===== config.mk =====
export PLATFORM = sky130hd
export DESIGN_NAME = drc_tracker
export DESIGN_NICKNAME = d
export VERILOG_FILES = /design/src/rtl/drc_pkg.sv /design/src/rtl/drc_match.sv /design/src/rtl/drc_timer.sv /design/src/rtl/drc_tracker.sv
export SDC_FILE = /design/constraint.sdc
export NUM_CORES = 1
export LEC_CHECK = 0
export BUFFER_PORTS_ARGS = -buffer_cell sky130_fd_sc_hd__buf_4
export CORE_MARGIN = 4
export CORE_UTILIZATION = 30
export CTS_BUF_LIST = sky130_fd_sc_hd__clkbuf_8 sky130_fd_sc_hd__clkbuf_16
export DETAILED_ROUTE_END_ITERATION = 16
export SLEW_MARGIN = 30
export SYNTH_ARGS = -nofsm -noshare
export SYNTH_HDL_FRONTEND = slang
export SYNTH_SLANG_ARGS = --single-unit

===== constraint.sdc =====
create_clock -name clk -period 2.1 [get_ports clk]
set_input_delay 0.42 -clock clk [delete_from_list [all_inputs] [get_ports clk]]
set_output_delay 0.42 -clock clk [all_outputs]
set_load 0.005 [all_outputs]

===== src/rtl/drc_pkg.sv =====
package drc_pkg;

    typedef enum logic [1:0] {
        RSP_NONE  = 2'b00,
        RSP_RETRY = 2'b01,
        RSP_DATA  = 2'b10
    } rsp_e;

    typedef enum logic [1:0] {
        ST_IDLE  = 2'b00,
        ST_ISSUE = 2'b01,
        ST_WAIT  = 2'b10,
        ST_VALID = 2'b11
    } drc_state_e;

    localparam logic [3:0] CMD_MEM_RD      = 4'b0110;
    localparam logic [3:0] CMD_MEM_RD_MULT = 4'b1100;
    localparam logic [3:0] CMD_MEM_RD_LINE = 4'b1110;

    function automatic logic is_mem_read(input logic [3:0] cmd);
        return (cmd == CMD_MEM_RD) || (cmd == CMD_MEM_RD_MULT) ||
               (cmd == CMD_MEM_RD_LINE);
    endfunction

endpackage


===== src/rtl/drc_match.sv =====
module drc_match #(
    parameter int AW  = 32,
    parameter int BEW = 4
) (
    input  logic [3:0]     cmd,
    input  logic [AW-1:0]  addr,
    input  logic [BEW-1:0] be,
    input  logic [AW-1:0]  ent_addr,
    input  logic [BEW-1:0] ent_be,
    output logic           rd_class,
    output logic           fields_eq
);
    import drc_pkg::*;

    // Read flavour is deliberately not compared: any memory read qualifies.
    assign rd_class  = is_mem_read(cmd);
    assign fields_eq = (addr == ent_addr) && (be == ent_be);

endmodule


===== src/rtl/drc_timer.sv =====
module drc_timer #(
    parameter int TMR_W = 15
) (
    input  logic clk,
    input  logic rst_n,
    input  logic run,
    output logic expire
);
    logic [TMR_W-1:0] cnt_q;

    always_ff @(posedge clk) begin
        if (!rst_n)    cnt_q <= '0;
        else if (!run) cnt_q <= '0;
        else           cnt_q <= cnt_q + 1'b1;
    end

    assign expire = run && (cnt_q == {TMR_W{1'b1}});

    AST_TMR_RESTART: assert property (@(posedge clk) disable iff (!rst_n)
        (!run) |=> (cnt_q == '0));

endmodule


===== src/rtl/drc_tracker.sv =====
module drc_tracker #(
    parameter int AW    = 32,
    parameter int DW    = 32,
    parameter int BEW   = 4,
    parameter int TMR_W = 15
) (
    input  logic           clk,
    input  logic           rst_n,
    input  logic           cfg_err_en,
    input  logic           req_valid,
    input  logic [3:0]     req_cmd,
    input  logic [AW-1:0]  req_addr,
    input  logic [BEW-1:0] req_be,
    output logic [1:0]     resp_code,
    output logic [DW-1:0]  resp_data,
    output logic           up_req_valid,
    input  logic           up_req_ready,
    output logic [AW-1:0]  up_req_addr,
    output logic [BEW-1:0] up_req_be,
    input  logic           up_rsp_valid,
    input  logic [DW-1:0]  up_rsp_data,
    output logic           err_discard
);
    import drc_pkg::*;

    drc_state_e     state_q, state_d;
    logic [AW-1:0]  ent_addr_q;
    logic [BEW-1:0] ent_be_q;
    logic [DW-1:0]  ent_data_q;
    logic           rd_class, fields_eq, expire;
    logic           mem_rd, hit, discard;
    rsp_e           resp_q;

    drc_match #(.AW(AW), .BEW(BEW)) u_match (
        .cmd      (req_cmd),
        .addr     (req_addr),
        .be       (req_be),
        .ent_addr (ent_addr_q),
        .ent_be   (ent_be_q),
        .rd_class (rd_class),
        .fields_eq(fields_eq)
    );

    drc_timer #(.TMR_W(TMR_W)) u_timer (
        .clk   (clk),
        .rst_n (rst_n),
        .run   (state_q == ST_VALID),
        .expire(expire)
    );

    assign mem_rd  = req_valid && rd_class;
    assign hit     = mem_rd && fields_eq && (state_q == ST_VALID);
    // A match in the final window cycle wins over the discard.
    assign discard = expire && !hit;

    always_comb begin
        state_d = state_q;
        unique case (state_q)
            ST_IDLE:  if (mem_rd)          state_d = ST_ISSUE;
            ST_ISSUE: if (up_req_ready)    state_d = ST_WAIT;
            ST_WAIT:  if (up_rsp_valid)    state_d = ST_VALID;
            ST_VALID: if (hit || discard)  state_d = ST_IDLE;
            default:                       state_d = ST_IDLE;
        endcase
    end

    // State and entry registers
    always_ff @(posedge clk) begin
        if (!rst_n) begin
            state_q    <= ST_IDLE;
            ent_addr_q <= '0;
            ent_be_q   <= '0;
            ent_data_q <= '0;
        end else begin
            state_q <= state_d;
            if (state_q == ST_IDLE && mem_rd) begin
                ent_addr_q <= req_addr;
                ent_be_q   <= req_be;
            end
            if (state_q == ST_WAIT && up_rsp_valid)
                ent_data_q <= up_rsp_data;
            if (state_q == ST_VALID && (hit || discard)) begin
                ent_addr_q <= '0;
                ent_be_q   <= '0;
                ent_data_q <= '0;
            end
        end
    end

    // Registered outputs
    always_ff @(posedge clk) begin
        if (!rst_n) begin
            resp_q      <= RSP_NONE;
            resp_data   <= '0;
            err_discard <= 1'b0;
        end else begin
            err_discard <= discard && cfg_err_en;
            resp_data   <= '0;
            if (!mem_rd) begin
                resp_q <= RSP_NONE;
            end else if (hit) begin
                resp_q    <= RSP_DATA;
                resp_data <= ent_data_q;
            end else begin
                resp_q <= RSP_RETRY;
            end
        end
    end

    assign resp_code    = resp_q;
    assign up_req_valid = (state_q == ST_ISSUE);
    assign up_req_addr  = ent_addr_q;
    assign up_req_be    = ent_be_q;

    AST_UNCLAIMED_NONE: assert property (@(posedge clk) disable iff (!rst_n)
        (!req_valid || !is_mem_read(req_cmd)) |=> (resp_code == RSP_NONE));
    AST_FETCH_HOLD: assert property (@(posedge clk) disable iff (!rst_n)
        (up_req_valid && !up_req_ready) |=>
        (up_req_valid && $stable(up_req_addr) && $stable(up_req_be)));
    AST_PENDING_RETRY: assert property (@(posedge clk) disable iff (!rst_n)
        ((state_q == ST_ISSUE || state_q == ST_WAIT) && mem_rd) |=>
        (resp_code == RSP_RETRY));
    AST_DATA_FROM_VALID: assert property (@(posedge clk) disable iff (!rst_n)
        (resp_code == RSP_DATA) |-> ($past(state_q) == ST_VALID && state_q == ST_IDLE));
    AST_DISCARD_CLEARS: assert property (@(posedge clk) disable iff (!rst_n)
        err_discard |-> (state_q == ST_IDLE && ent_addr_q == '0 && ent_be_q == '0));
    AST_ERR_ONE_CYCLE: assert property (@(posedge clk) disable iff (!rst_n)
        err_discard |=> !err_discard);
    AST_RSP_IGNORED: assert property (@(posedge clk) disable iff (!rst_n)
        (up_rsp_valid && state_q != ST_WAIT) |=> $stable(ent_data_q));

endmodule


After elaboration in Yosys (flattened, before gate mapping). Index checks and enable logic that the tools add are counted.

Input port bits: 78. Word-level logic and storage cells: 49. Register bits after elaboration: 120.

Bitwise gates (word level): 1. Muxes and demuxes: 6. Reduce and logical (&&, ||, !) cells: 20. Equality and inequality tests: 13. Add/subtract/negate cells: 1.

Operators with widths (number): == test 32 bit (1); adder 15 x 1 -> 15 bit, second input constant (1); == test 15 bit, second input constant (1); logical AND 1 bit (10); 2-to-1 mux 2 bit (5); == test 4 bit, second input constant (2); one-hot mux 2 bit (4 select lines) (1); != test 2 bit, second input constant (3); == test 2 bit, second input constant (2); == test 4 x 3 -> 1 bit, second input constant (1); == test 4 bit (1); AND reduction 2 bit (2); AND reduction 4 bit (1); logical OR 1 bit (3); AND reduction 3 bit (1); == test 2 x 1 -> 1 bit, second input constant (1); logical NOT 2 bit (1); != test 2 x 1 -> 1 bit, second input constant (1); OR reduction 2 bit (1); logical NOT 1 bit (1); NOT 1 bit (1).

Logic depth before layout (Yosys ltp).
Word-level depth: 11. Mapped depth: 9. Gate-level depth less buffers: 7.

Modules after synthesis. A second synthesis with hierarchy kept.

Cells, all modules: 519. Area total of the unflattened synthesis: 4568.1 um^2.

Modules (own cells, without submodules): drc_tracker (cells an instance 395, area each 3489.6 um^2, times used 1); drc_timer (cells an instance 74, area each 671.9 um^2, times used 1); drc_match (cells an instance 50, area each 406.6 um^2, times used 1).

Least setup slack after synthesis. OpenSTA, ideal clock, no wires.

Kind: input -> register. Start: input port req_cmd[1]. End: register ent_data_q[10]. Setup time: 0.114 ns. Path slack: 0.159 ns. Stages on the path: 9. Arrival time: 1.827 ns. Required time: 1.986 ns. Path buffers: 3. Path through: nor2_1 > or3_4 > nor4_4 > a41o_1 > or2_1 > buf_4 > buf_6 > buf_8 > a21oi_2.

Cells in the longest elaborated chain, start to end: 11. Elaborated cells on any way between the ends: 13.

RTL lines: start: declaration (line drc_tracker.sv:11) `input logic [3:0] req_cmd,`; == test 4 x 3 -> 1 bit / == test 4 bit (equally long branches) (line drc_pkg.sv:21) `return (cmd == CMD_MEM_RD) || (cmd == CMD_MEM_RD_MULT) ||`; logical OR 1 bit (line drc_pkg.sv:21); logical OR 1 bit * (line drc_pkg.sv:21); logical AND 1 bit * (line drc_tracker.sv:51) `assign mem_rd = req_valid && rd_class;`; logical AND 1 bit * (2 in series) (line drc_tracker.sv:52) `assign hit = mem_rd && fields_eq && (state_q == ST_VALID);`; logical NOT 1 bit (line drc_tracker.sv:54) `assign discard = expire && !hit;`; logical AND 1 bit (line drc_tracker.sv:54); logical OR 1 bit * (line drc_tracker.sv:82) `if (state_q == ST_VALID && (hit || discard)) begin`; logical AND 1 bit * (line drc_tracker.sv:82); OR reduction 2 bit (no line) *; end signal: assignment (line drc_tracker.sv:81) `ent_data_q <= up_rsp_data;`; end: declaration (line drc_tracker.sv:29) `logic [DW-1:0] ent_data_q;`.

Every way passes the cells marked *; elsewhere a longest branch is shown, timed or not. A chain may end at the register's enable or synchronous reset.

Worst setup path in the final report.
Start: register u_timer.cnt_q[0]. End: register state_q[0].

Cells in the longest elaborated chain, start to end: 6.

RTL lines: start: declaration (line drc_timer.sv:9) `logic [TMR_W-1:0] cnt_q;`; start signal: assignment (line drc_timer.sv:14) `else cnt_q <= cnt_q + 1'b1;`; == test 15 bit (line drc_timer.sv:17) `assign expire = run && (cnt_q == {TMR_W{1'b1}});`; logical AND 1 bit (line drc_timer.sv:17); logical AND 1 bit (line drc_tracker.sv:54); logical OR 1 bit (line drc_tracker.sv:62) `ST_VALID: if (hit || discard) state_d = ST_IDLE;`; != test 2 bit (no line); AND reduction 4 bit (no line); end signal: assignment (line drc_tracker.sv:75) `state_q <= state_d;`; end: declaration (line drc_tracker.sv:26) `drc_state_e state_q, state_d;`.

Every way passes these cells.

==> results.md <==
- Critical register-to-register path endpoint: state_q[0]$_SDFFE_PN0P_
- Critical path, cell by cell: ha_1, nand4_2, nor4_2, nor2b_1, a221o_1, a21oi_2, mux2i_1
- Detailed-routed wire length on met3: between 1 and 1.5 mm
- Vias in the first global route: approximately 4k
- Cell accounting for the most synthesized area: sky130_fd_sc_hd__dfxtp_1
- Tmin final: roughly 2000 ps
- Die outline area: around 18000 um^2
- Detailed-route via count: about 4.0k
- DRC violation count after routing: 0
- Top routing layer in use: met4
- Result of the run: finished clean
- Max frequency: ~500 MHz
- Classification of the worst setup path: reg2reg
- Router iterations before antenna repair: 4
- Post-synth design cell area: ~4600 um^2
- Effective utilization at floorplan: 30.6%
- Global route overflow: 0
- Most common cell after layout, fill and taps aside: sky130_fd_sc_hd__buf_4
- Cts bufs inserted: 17
- Master of the slowest instance on the critical path: sky130_fd_sc_hd__dfxtp_1
- Largest driver fanout on the critical path: 4
- Synth Net Count: about 600
- Fin crit share: a little over 90%
- Startpoint Class: flop
- Max clock buf depth: 2
- Clock Sinks: 120
- Setup skew after layout: approximately 9.3 ps
- Most frequent cells in the layout: 164 x sky130_fd_sc_hd__buf_4, 147 x sky130_fd_sc_hd__nand2_1, 120 x sky130_fd_sc_hd__dfxtp_1
- Cell count after synthesis: about 520
- Count of inserted antenna diode cells: 0
- Yosys warning total: 0
- Filler Cell Count: around 1.5k
- Chip width: 132 um
- Core region area: between 15000 and 20000 um^2
- Setup-violating endpoint count in the final report: 0
- Maximum number of pins on one net before global-route repair: 38
- Area Growth Syn to Fin: 42.5%
- Crit path largest cell delay: around 370 ps
- Number of gates on the worst path with buffers counted: 7
- Count of different cell masters after synthesis: 34
- Count of antenna-violating nets left after detailed routing: 0
- CTS H-Tree Depth: 4
- Main area contributors after synthesis: sky130_fd_sc_hd__dfxtp_1 52%, sky130_fd_sc_hd__nand2_1 12%, sky130_fd_sc_hd__a21oi_1 6.5%
- Detailed-routing wirelength on met1: 5.20 mm
- Total Power Consumption: 0.00588 W
- Number of antenna violations at the first check in global routing: 0
- Final Hold Violating Endpoints: 0
- Clock-pin slew on the worst setup and hold paths: 60 ps
- Ratio of routed vias to standard cells: between 4 and 5
- Fin Setup TNS: 0 ps
- Drt total wl: around 12 mm
- Hold buffer count at cts: 0
- Worst setup timing slack at the placement stage: -60.4 ps
- Total of max-cap violations: 0
- Capturing element of the worst setup path: state_q[0]$_SDFFE_PN0P_
- Height of the die: ~130 um
- Critical path capture point type: flop
- Worst slew margin relative to its limit: roughly 70%
- Leakage power of the design: 2.73 nW
- R2r worst-path depth: 7
- Global-route usage over all layers: a little over an eighth
- Layout cells sized above 1: between 30% and 40%
- Startpoint of the worst setup timing path: u_timer.cnt_q[0]$_SDFF_PN0_
- RSZ-0062 raised after global routing: yes
- Power per cell area: 890 nW/um^2
- Critical path buffers and inverters: 0
- Met2 wirelength from detailed routing: roughly 5.4 mm
- First-pass GRT wire length: 19.4 mm
- CTS root buf: sky130_fd_sc_hd__clkbuf_16
- Post-route worst hold slack: around 230 ps
- Type of the tightest min-delay check: in2reg
- Count of standard-cell rows: 45
- Worst Max-Slew Pin Slew: about 460 ps
- Source-to-sink clock delay at the later pin of the worst-skew pair: ~400 ps
- Worst Path Arrival: roughly 2300 ps
- Port bufs: around 150
- Final weighted congestion in routability-driven placement: between 0.7 and 0.8
- Setup slack, reg-to-reg: 140 ps
- Synth Register Bits: 120
- Cell class contributing the biggest share of worst-path delay: simple AND/OR/NAND/NOR gates
- Average wire per standard cell: roughly 13 um
- Endpoint required time on the critical path: roughly 2400 ps
- TritonCTS clock tree: done
- I/O pin count: 150
- Portion of synthesized cell area occupied by the leading cell type: 51.8%
- Worst setup margin: roughly 140 ps
- DRC violation total after the first TritonRoute iteration: 185
- Seq/Total Area, Yosys: ~52%
- Final core occ: between 40 and 50%
- Max rail drop VDD: 0.548 mV
- RR Startpoint: u_timer.cnt_q[0]$_SDFF_PN0_
- Synthesized area per cell: 8.88 um^2
- Fin nets: about 770
- Max Slew Vio Count: 0
- Half-perimeter wire length of the detailed placement result: 8.86 mm
## cell families after synthesis
logic type,synth area share [%]
DFF,51.8
muxes,0.432
buffers and inverters,4.08
and+or+nand+nor,23.8
adders and majority gates,1.62
xor gates and xnor gates,8.32
AOI/OAI and AO/OA,9.91
## worst min path at each step
stage	end	cells after the start	from
floorplan	ent_data_q[12]$_SDFFE_PP0P_	2	ent_data_q[12]$_SDFFE_PP0P_
global placement	resp_data[29]$_SDFF_PN0_	1	ent_data_q[29]$_SDFFE_PP0P_
detailed placement	resp_data[1]$_SDFF_PN0_	1	ent_data_q[1]$_SDFFE_PP0P_
CTS	err_discard$_SDFF_PN0_	3	cfg_err_en
global route	err_discard$_SDFF_PN0_	3	cfg_err_en
finish	err_discard$_SDFF_PN0_	3	cfg_err_en
## routing by layer
metal	vias to the layer above	GRT usage [%]
met1	1784	16.4
met4	0	4.85
met2	133	21.5
met3	20	6.68
li1	2019	-
met5	-	0
## worst min-delay path, cell delays in order
cell,delay [ps]
sky130_fd_sc_hd__buf_4,80
sky130_fd_sc_hd__nand2_1,40
sky130_fd_sc_hd__nor2_1,70
## through the flow
step,cell area [um^2],instances
finish,6610,884
global route,6610,884
CTS,6600,883
detailed placement,6020,851
global placement,6020,851
floorplan,4630,522
## registers in the layout, summed over array words and instances, names as in the netlist
register and flops:
ent_data_q 32, state_q 2, u_timer.cnt_q 15, resp_code 2, err_discard 1, up_req_addr 32, up_req_be 4, resp_data 32
## power by group
group	leakage (nW)	total, W	internal, W	switching, W
Sequential	0.968	0.00242	0.00236	0.0000599
Combinational	1.47	0.000648	0.000321	0.000327
Clock	0.289	0.00281	0.00175	0.00107
## area by class of cell
cell class                      count  area, um^2  share of cell area [%]
Sequential cell                   120        2400                    36.4
Multi-Input combinational cell    367        2050                    31.0
Timing Repair Buffer              168        1310                    19.8
Clock buffer                       17         425                    6.44
Tap cell                          188         235                    3.56
Clock inverter                     15         153                    2.31
Inverter                            9        33.8                   0.511
## what timing repair did
action / in CTS / in global routing
endpoints found under the setup margin: 0 / 40
gates resized for setup: 0 / 1
buffers inserted: 0 / 1
## synth_stat cells
| cell | number |
|---|---|
| sky130_fd_sc_hd__o22ai_1 | 2 |
| sky130_fd_sc_hd__and2_1 | 34 |
| sky130_fd_sc_hd__nor2b_1 | 2 |
| sky130_fd_sc_hd__ha_1 | 6 |
| sky130_fd_sc_hd__mux2i_1 | 2 |
| sky130_fd_sc_hd__buf_2 | 4 |
| sky130_fd_sc_hd__o21ai_0 | 4 |
| sky130_fd_sc_hd__a221o_1 | 2 |
| sky130_fd_sc_hd__nor4_1 | 7 |
| sky130_fd_sc_hd__or3_1 | 2 |
| sky130_fd_sc_hd__nand3_2 | 1 |
| sky130_fd_sc_hd__buf_4 | 1 |
| sky130_fd_sc_hd__or3_4 | 1 |
| sky130_fd_sc_hd__nor2_1 | 16 |
| sky130_fd_sc_hd__a21oi_2 | 11 |
| sky130_fd_sc_hd__and4_1 | 1 |
| sky130_fd_sc_hd__nand2_1 | 147 |
| sky130_fd_sc_hd__buf_6 | 5 |
| sky130_fd_sc_hd__nand3_1 | 7 |
| sky130_fd_sc_hd__dfxtp_1 | 120 |
| sky130_fd_sc_hd__a41o_1 | 1 |
| sky130_fd_sc_hd__a21oi_1 | 60 |
| sky130_fd_sc_hd__or2_1 | 1 |
| sky130_fd_sc_hd__nor4_4 | 2 |
| sky130_fd_sc_hd__and3_1 | 3 |
| sky130_fd_sc_hd__clkbuf_1 | 15 |
| sky130_fd_sc_hd__nor3_1 | 3 |
| sky130_fd_sc_hd__inv_1 | 9 |
| sky130_fd_sc_hd__buf_8 | 1 |
| sky130_fd_sc_hd__nand4_1 | 6 |
| sky130_fd_sc_hd__nor4_2 | 1 |
| sky130_fd_sc_hd__xnor2_1 | 18 |
| sky130_fd_sc_hd__xor2_1 | 26 |
| sky130_fd_sc_hd__nand4_2 | 1 |
No activity file was read; power rests on OpenSTA's default activity.
